[config.mk]
export PLATFORM = sky130hd
export DESIGN_NAME = ovld_limiter
export DESIGN_NICKNAME = d
export VERILOG_FILES = /design/src/rtl/ovld_pkg.sv /design/src/rtl/ovld_tick_counter.sv /design/src/rtl/ovld_seq_fsm.sv /design/src/rtl/ovld_limiter.sv
export SDC_FILE = /design/constraint.sdc
export NUM_CORES = 1
export LEC_CHECK = 0
export ABC_AREA = 0
export ABC_CLOCK_PERIOD_IN_PS = 2400
export CAP_MARGIN = 20
export CORE_UTILIZATION = 40
export CTS_CLUSTER_SIZE = 40
export DETAILED_ROUTE_END_ITERATION = 10
export GPL_ROUTABILITY_DRIVEN = 0
export GPL_TIMING_DRIVEN = 0
export REMOVE_ABC_BUFFERS = 1
export SLEW_MARGIN = 20
export SYNTH_ARGS = -nofsm -noshare
export SYNTH_HDL_FRONTEND = slang
export SYNTH_SLANG_ARGS = --single-unit
[constraint.sdc]
create_clock -name clk_i -period 2.4 [get_ports clk_i]
set_clock_uncertainty 0.2 [all_clocks]
set_input_delay 0.6 -clock clk_i [delete_from_list [all_inputs] [get_ports clk_i]]
set_output_delay 0.6 -clock clk_i [all_outputs]
set_load 0.02 [all_outputs]
[src/rtl/ovld_pkg.sv]
package ovld_pkg;
  typedef enum logic [1:0] {
    LVL_BASE = 2'b00,
    LVL_X1P5 = 2'b01,
    LVL_X2   = 2'b10
  } lvl_e;

  typedef enum logic [1:0] {
    ST_ARMED = 2'd0,
    ST_HIGH  = 2'd1,
    ST_MID   = 2'd2,
    ST_HOLD  = 2'd3
  } st_e;
endpackage

[src/rtl/ovld_tick_counter.sv]
module ovld_tick_counter #(
  parameter int W = 6
) (
  input  logic         clk_i,
  input  logic         rst_ni,
  input  logic         clr_i,
  input  logic         tick_i,
  input  logic [W-1:0] limit_i,
  output logic         hit_o
);
  logic [W-1:0] cnt_q;
  logic [W:0]   nxt;

  assign nxt   = {1'b0, cnt_q} + 1'b1;
  assign hit_o = tick_i && (nxt >= {1'b0, limit_i});

  always_ff @(posedge clk_i or negedge rst_ni) begin
    if (!rst_ni)      cnt_q <= '0;
    else if (clr_i)   cnt_q <= '0;
    else if (tick_i)  cnt_q <= hit_o ? limit_i : nxt[W-1:0];
  end


  cnt_bound_chk: assert property (@(posedge clk_i) disable iff (!rst_ni)
    cnt_q <= limit_i);
endmodule

[src/rtl/ovld_seq_fsm.sv]
module ovld_seq_fsm
  import ovld_pkg::*;
(
  input  logic       clk_i,
  input  logic       rst_ni,
  input  logic       tick_i,
  input  logic       over_i,
  input  logic       en_i,
  input  logic       three_i,
  input  logic       hi_sel_i,
  input  logic       tmax_en_i,
  input  logic       step_hit_i,
  input  logic       span_hit_i,
  output logic       start_o,
  output logic [1:0] level_o,
  output logic       active_o,
  output logic       rearm_o
);
  st_e  st_q, st_d;
  lvl_e lvl_q, lvl_d;
  logic three_q, three_d;

  assign start_o = (st_q == ST_ARMED) && tick_i && over_i && en_i;

  always_comb begin
    st_d    = st_q;
    lvl_d   = lvl_q;
    three_d = three_q;
    if (!en_i) begin
      st_d  = ST_ARMED;
      lvl_d = LVL_BASE;
    end else begin
      unique case (st_q)
        ST_ARMED: if (start_o) begin
          st_d    = ST_HIGH;
          three_d = three_i;
          lvl_d   = (three_i || hi_sel_i) ? LVL_X2 : LVL_X1P5;
        end
        ST_HIGH: if (step_hit_i) begin
          st_d  = three_q ? ST_MID : ST_HOLD;
          lvl_d = three_q ? LVL_X1P5 : LVL_BASE;
        end
        ST_MID: if (step_hit_i) begin
          st_d  = ST_HOLD;
          lvl_d = LVL_BASE;
        end
        ST_HOLD: if (tmax_en_i ? span_hit_i : (tick_i && !over_i)) begin
          st_d = ST_ARMED;
        end
        default: begin
          st_d  = ST_ARMED;
          lvl_d = LVL_BASE;
        end
      endcase
    end
  end

  always_ff @(posedge clk_i or negedge rst_ni) begin
    if (!rst_ni) begin
      st_q    <= ST_ARMED;
      lvl_q   <= LVL_BASE;
      three_q <= 1'b0;
    end else begin
      st_q    <= st_d;
      lvl_q   <= lvl_d;
      three_q <= three_d;
    end
  end

  assign level_o  = lvl_q;
  assign active_o = (st_q == ST_HIGH) || (st_q == ST_MID);
  assign rearm_o  = (st_q == ST_ARMED);


  dis_base_chk: assert property (@(posedge clk_i) disable iff (!rst_ni)
    !en_i |=> (lvl_q == LVL_BASE && st_q == ST_ARMED));

  no_tick_armed_chk: assert property (@(posedge clk_i) disable iff (!rst_ni)
    (st_q == ST_ARMED && !tick_i) |=> st_q == ST_ARMED);

  raise_x1p5_chk: assert property (@(posedge clk_i) disable iff (!rst_ni)
    (st_q == ST_ARMED && en_i && tick_i && over_i && !three_i && !hi_sel_i)
      |=> lvl_q == LVL_X1P5);

  raise_three_chk: assert property (@(posedge clk_i) disable iff (!rst_ni)
    (st_q == ST_ARMED && en_i && tick_i && over_i && three_i)
      |=> lvl_q == LVL_X2);

  hold_over_chk: assert property (@(posedge clk_i) disable iff (!rst_ni)
    (st_q == ST_HOLD && en_i && !tmax_en_i && over_i) |=> st_q == ST_HOLD);

  act_lvl_chk: assert property (@(posedge clk_i) disable iff (!rst_ni)
    active_o == (lvl_q != LVL_BASE));
endmodule

[src/rtl/ovld_limiter.sv]
module ovld_limiter
  import ovld_pkg::*;
#(
  parameter int DUR_SHORT = 25,
  parameter int DUR_LONG  = 50,
  parameter int TMAX_MULT = 10
) (
  input  logic       clk_i,
  input  logic       rst_ni,
  input  logic       tick_i,
  input  logic       over_base_i,
  input  logic       ovld_en_i,
  input  logic       three_lvl_en_i,
  input  logic       hi_sel_i,
  input  logic       dur_sel_i,
  input  logic       tmax_en_i,
  output logic [1:0] level_o,
  output logic       active_o,
  output logic       rearm_o
);
  localparam int STEP_W     = $clog2(DUR_LONG + 1);
  localparam int SPAN_SHORT = DUR_SHORT * TMAX_MULT;
  localparam int SPAN_LONG  = DUR_LONG * TMAX_MULT;
  localparam int SPAN_W     = $clog2(SPAN_LONG + 1);

  logic              dur_q;
  logic              start, step_hit, span_hit, step_clr;
  logic [STEP_W-1:0] step_lim;
  logic [SPAN_W-1:0] span_lim;

  always_ff @(posedge clk_i or negedge rst_ni) begin
    if (!rst_ni)    dur_q <= 1'b0;
    else if (start) dur_q <= dur_sel_i;
  end

  assign step_lim = dur_q ? STEP_W'(DUR_LONG)  : STEP_W'(DUR_SHORT);
  assign span_lim = dur_q ? SPAN_W'(SPAN_LONG) : SPAN_W'(SPAN_SHORT);
  assign step_clr = rearm_o || step_hit;

  ovld_tick_counter #(.W(STEP_W)) i_step_cnt (
    .clk_i   (clk_i),
    .rst_ni  (rst_ni),
    .clr_i   (step_clr),
    .tick_i  (tick_i),
    .limit_i (step_lim),
    .hit_o   (step_hit)
  );

  ovld_tick_counter #(.W(SPAN_W)) i_span_cnt (
    .clk_i   (clk_i),
    .rst_ni  (rst_ni),
    .clr_i   (rearm_o),
    .tick_i  (tick_i),
    .limit_i (span_lim),
    .hit_o   (span_hit)
  );

  ovld_seq_fsm i_fsm (
    .clk_i      (clk_i),
    .rst_ni     (rst_ni),
    .tick_i     (tick_i),
    .over_i     (over_base_i),
    .en_i       (ovld_en_i),
    .three_i    (three_lvl_en_i),
    .hi_sel_i   (hi_sel_i),
    .tmax_en_i  (tmax_en_i),
    .step_hit_i (step_hit),
    .span_hit_i (span_hit),
    .start_o    (start),
    .level_o    (level_o),
    .active_o   (active_o),
    .rearm_o    (rearm_o)
  );


  rearm_idle_chk: assert property (@(posedge clk_i) disable iff (!rst_ni)
    rearm_o |-> !active_o);
endmodule

Word level (Yosys, flattened, before mapping)
Cells that the tools add are included.
{ "classes": {"eq_ne": 8, "n_reduce_logical": 16, "order_cmp": 2, "muxes": 23, "n_addsub": 2} }
{ "ops": {"columns": ["operator", "count"], "rows": [
  ["two-way mux 9 bit", 4],
  ["two-way mux 6 bit", 4],
  ["two-way mux 2 bit", 10],
  ["adder 9 x 1 -> 10 bit, second input constant", 1],
  [">= comparator 10 x 9 -> 1 bit", 1],
  ["one-hot mux 2 bit (4 select lines)", 1],
  ["AND reduction 4 bit", 2],
  ["adder 6 x 1 -> 7 bit, second input constant", 1],
  [">= comparator 7 x 6 -> 1 bit", 1],
  ["logical AND 1 bit", 6],
  ["inequality test 3 x 2 -> 1 bit, second input constant", 2],
  ["inequality test 3 bit, second input constant", 2],
  ["one-hot mux 2 bit (3 select lines)", 1],
  ["== test 2 bit, second input constant", 2],
  ["inequality test 4 x 1 -> 1 bit, second input constant", 1],
  ["nonzero test 2 bit", 2],
  ["logical OR 1 bit", 3],
  ["two-way mux 1 bit", 3],
  ["AND reduction 3 bit", 1],
  ["== test 2 x 1 -> 1 bit, second input constant", 1],
  ["logical NOT 2 bit", 1],
  ["logical NOT 1 bit", 1]
]} }
{ "word_totals": {"register_bits": 21, "out_inout_bits": 4, "inputBits": 9, "elab_cells": 57} }

Depth between registers and ports, before layout
{ "logic_depth": {"depth_word": 7, "mapped_depth": 9, "mapped_depth_nobuf": 9} }

Cells and area by module
From an unflattened synthesis, not the netlist that was laid out.
{ "hier_totals": {"hier_cells": 231, "area_unflattened_um2": 2050.7} }
{ "by_module_without_submodules": {"columns": ["mod", "n_inst", "seq_area_each_um2", "cells_per_inst", "area_per_inst_um2"], "rows": [
  ["ovld_tick_counter at i_span_cnt", 1, 225.2, 114, 972.2],
  ["ovld_tick_counter at i_step_cnt", 1, 150.1, 72, 644.4],
  ["ovld_seq_fsm", 1, 125.1, 39, 376.6],
  ["ovld_limiter", 1, 25.0, 6, 57.6]
]} }

Worst setup path after synthesis
No wires, ideal clock.
{ "synth_timing": {"path_kind": "reg2reg", "from": "register i_span_cnt.cnt_q[3]", "to": "register i_fsm.st_q[1]", "setup_ps": 119, "path_slack_ps": -36, "stages_incl_launch_ff": 10, "t_arrival_ps": 2117, "period_less_slack_ps": 2436, "path_buffers": 0, "required_time_ps": 2081, "cell_sequence": "dfrtp_1 -> and3_1 -> and3_1 -> nand3_1 -> xnor2_1 -> ha_1 -> a31o_2 -> a211oi_1 -> nor3b_1 -> o21a_1"} }
{ "synth_between": {"elab_chain_len": 6} }
{ "synth_rtl": {"columns": ["item", "line", "text"], "rows": [
  ["start, declared", "ovld_tick_counter.sv:11", "logic [W-1:0] cnt_q;"],
  ["start signal, assigned", "ovld_tick_counter.sv:20", "else if (tick_i) cnt_q <= hit_o ? limit_i : nxt[W-1:0];"],
  ["adder 9 x 1 -> 10 bit", "ovld_tick_counter.sv:14", "assign nxt = {1'b0, cnt_q} + 1'b1;"],
  [">= comparator 10 x 9 -> 1 bit", "ovld_tick_counter.sv:15", "assign hit_o = tick_i && (nxt >= {1'b0, limit_i});"],
  ["logical AND 1 bit", "ovld_tick_counter.sv:15", null],
  ["two-way mux 1 bit", "ovld_seq_fsm.sv:47", "ST_HOLD: if (tmax_en_i ? span_hit_i : (tick_i && !over_i)) begin"],
  ["inequality test 3 x 2 -> 1 bit (no line)", null, null],
  ["AND reduction 4 bit (no line)", null, null],
  ["end signal, assigned", "ovld_seq_fsm.sv:64", "st_q <= st_d;"],
  ["end, declared", "ovld_seq_fsm.sv:19", "st_e st_q, st_d;"]
]} }
Every way passes these cells.
A chain may end at the register's enable or synchronous reset.

Final worst setup path
{ "layout_timing": {"from": "register i_span_cnt.cnt_q[2]", "to": "register i_span_cnt.cnt_q[2]"} }
{ "layout_between": {"elab_chain_len": 6} }
{ "layout_rtl": {"columns": ["item", "line", "text"], "rows": [
  ["adder 9 x 1 -> 10 bit *", "ovld_tick_counter.sv:14", null],
  [">= comparator 10 x 9 -> 1 bit", "ovld_tick_counter.sv:15", null],
  ["logical AND 1 bit", "ovld_tick_counter.sv:15", null],
  ["two-way mux 9 bit * (2 in a row)", "ovld_tick_counter.sv:20", null],
  ["two-way mux 9 bit *", "ovld_tick_counter.sv:19", "else if (clr_i) cnt_q <= '0;"]
]} }
Mark *: on every way between the ends. The rest lies on a longest branch, timed or not. The select of a mux whose other input is x is not followed.

==> impl_metrics.toml <==
[power_and_ir_drop]
switching_share_pct = 43.9
p_per_area_mw_per_mm2 = 804
peakVddDrop_v = 0.000418
combPwrFrac_pct = 55.9
total_power_mw = 1.67
clkPwrFrac_pct = 14.5
p_leak_nw = 0.877
pwr-share-seq_pct = 29.7
switchingPower_mw = 0.733
p_int_mw = 0.937

[cells_and_area]
syn2layout_area_growth_pct = 33.5
multi_input_area_mm2 = 0.00116
seq_area_um2 = 531
final_core_util_pct = 56.3
fill_cells = 325
n_antenna_cell = 0
num-nets-final = 230
drive_above_1_share_pct = 27.3

[floorplan]
dieArea_mm2 = 0.00414
rows = 22
core_mm2 = 0.00369
pin_count = 13
die_height_um = 64.4
start_util_pct = 42.2
die-width_um = 64.4

[setup_path]
cp-start-kind = "flip-flop"
worstPathCellList = "nand3_4 -> xnor2_2 -> ha_1 -> a21oi_2 -> o21ai_1 -> and4_4 -> a21oi_4 -> buf_6 -> nand4_1 -> o311ai_2"
end_kind = "flip-flop"
crit_required_ps = 2370
path_class = "flip-flop to flip-flop"
r2r_cells = 10
cp_slowest_cell = "dfrtp_2"
r2r-end = "i_span_cnt.cnt_q[2]$_DFFE_PN0P_"
ff2ff_setup_slack_ps = -2
max_stage_delay_ps = 480
cp_max_fo = 7
arrival_ps = 2370
reg2reg_from = "i_span_cnt.cnt_q[2]$_DFFE_PN0P_"

[timing]
final.min_clock_period_ps = 2400
hold_violations = 0
setup_slack_ps = -2.42
relSlewSlack_pct = 35.8
rsz0062_at_grt = "true"
slew_violations = 0
clock.fmax_mhz = 416
min_period_over_period_pct = 100
setup_viol = 1
tightestPinTransition_ps = 960
timing.setup.tns_ps = -2.42

[cts]
clkTransAtPathRegs_ps = 80
htreeDepth = 1
clkLatencyLatePin_ps = 260
cts_buffers = 3
cts_root_buf = "clkbuf_8"
clockBufferDepth = 2
cts_tree = "done"
clock-sinks = 21

[grt]
grt_max_degree = 22
grt_overflow = 0
antenna_found_initial = 0
track_usage_pct = 19.9
grt_pass1_vias = 1475
grt_pass1_wl_um = 6460

[routing]
drc = 0
vias = 1444
first_pass_iters = 4
totalWireLength_um = 3950
via_per_inst = 5.71
ant_nets = 0
post_drt_wl_per_cell_um = 15.6
drt_iter0_markers = 122

[synthesis]
synth_edf_count = 0
syn_area_per_cell_um2 = 8.74
yosysSeqAreaShare_pct = 33.8
synth_top_family_by_area = "compound AO/OA/AOI/OAI gates"
synth_flop_cell = "dfrtp_1"
yosys_warnings = 0
ys_types = 43
synth-compound-area-share_pct = 23.6
async_flop_share_pct = 100
postSynthCellCount = 178
synth-seq-cells = 21
synthAdderAreaFrac_pct = 12.1
synth_xor_area_share_pct = 4.50
synth_mux_area_share_pct = 2.73
yosys.area_share.simple_pct = 19.5
syn_area_mm2 = 0.00156

[run_status]
status = "complete, but fails checks"
violations = "negative setup slack"

[flow_run]
maxCapViolCount = 0

[place]
port_buffers = 12
hpwlAfterDp_um = 2550

[worst_hold_path]
hp-start = "i_fsm.three_q$_DFFE_PN0P_"
hold_end = "i_fsm.three_q$_DFFE_PN0P_"
min_path_cells = 1
min_path_type = "flip-flop to flip-flop"
through the flow:
step	hold WS, ps	setup WS, ps	instance area [um^2]	std cells
finish	339	-2.42	2080	253
CTS	347	-20.1	1930	249
detailed placement	328	-647	1730	236
floorplan	104	-36.0	1550	176
global route	367	-139	2080	253
global placement	317	-616	1730	236
timing repair:
action,CTS,global route
endpoints found under the hold margin,0,0
endpoints found under the setup margin,19,17
resized for setup,28,24
pin swaps,8,14
setup buffers,9,4
hold buffers,0,0
sequential cells by signal, indices dropped and copies added, names as in the netlist:
name and count:
i_fsm.st_q 2, i_fsm.level_o 2, i_step_cnt.cnt_q 6, i_fsm.three_q 1, i_span_cnt.cnt_q 9, dur_q 1
routing by layer:
metal | vias to the layer above | wire length [um] | part of all wire [%] | GRT usage, %
li1 | 713 | - | - | -
met1 | 701 | 1780 | 45 | 23.9
met2 | 26 | 2000 | 51 | 36.3
met3 | 4 | 138 | 3.5 | 3.04
met4 | 0 | 28 | 0.71 | 5.56
met5 | - | 0 | 0 | 0
synth_stat cells (3+ instances only):
cell type   n  area, um^2
a22o_1      3        26.3
and3_1      3        18.8
o21a_1      3        22.5
a211oi_1    5        37.5
xor2_1      3        26.3
nor2_1     13        48.8
a21oi_1    13        65.1
inv_1      14        52.6
o21ai_0    11        55.1
xnor2_1     5        43.8
a31oi_1     3        18.8
nand4_1     3        18.8
ha_1       15         188
nand2_1    15        56.3
dfrtp_1    21         526
nor3_1      4        20.0
nand3_1    11        55.1
cell type report:
class	instances	share of cell area [%]
clock inverter	1	0.361
inverter	14	2.65
tap	48	2.89
multi-input combinational	141	56.1
timing repair buffer	25	10.5
sequential	21	25.5
clock buffer	3	1.99
power groups by stage:
stage | sequential [mW] | combinational (mW) | clock (mW)
2_1_floorplan | 0.491 | 0.526 | 0
3_3_place_gp | 0.495 | 0.732 | 0
3_5_place_dp | 0.498 | 0.750 | 0
4_1_cts | 0.485 | 0.818 | 0.247
5_1_grt | 0.505 | 1.04 | 0.264
6_report | 0.496 | 0.933 | 0.241
logic make-up after synthesis:
| family | Yosys count |
|---|---|
| buffers and inverters | 16 |
| muxes | 4 |
| adders and majority gates | 15 |
| xor gates and xnor gates | 8 |
| DFF | 21 |
| AOI/OAI and AO/OA | 54 |
| and+or+nand+nor | 60 |
how the worst max path moves through the flow:
stage                                          from                         endpoint  slack, ps
floorplan           i_span_cnt.cnt_q[3]$_DFFE_PN0P_        i_fsm.st_q[1]$_DFFE_PN0P_        -40
global placement                             tick_i  i_step_cnt.cnt_q[4]$_DFFE_PN0P_       -620
detailed placement                           tick_i  i_step_cnt.cnt_q[2]$_DFFE_PN0P_       -650
CTS                 i_span_cnt.cnt_q[4]$_DFFE_PN0P_  i_span_cnt.cnt_q[2]$_DFFE_PN0P_        -20
global route        i_span_cnt.cnt_q[2]$_DFFE_PN0P_  i_span_cnt.cnt_q[2]$_DFFE_PN0P_       -140
finish              i_span_cnt.cnt_q[2]$_DFFE_PN0P_  i_span_cnt.cnt_q[2]$_DFFE_PN0P_         -2
cell usage in the layout (no fill, tap or decap), drive strengths merged, types with 4 or more instances in the layout:
master	instances
a211oi	5
a21oi	14
and3	4
buf	13
clkbuf	5
clkdlybuf4s50	9
dfrtp	21
ha	15
inv	14
nand2	15
nand3	12
nor2	13
nor3	4
o21ai	11
xnor2	5
worst max-delay path: cells and delay by family, from the launching register on:
family	cells	cell delay (ps)
AND/OR/NAND/NOR	3	410
AO/OA/AOI/OAI	4	600
flip-flops	1	480
buffers and inverters	1	140
adder cells (fa/ha/maj)	1	310
XOR/XNOR	1	140
Note: power is estimated with default switching activity, not from simulation.
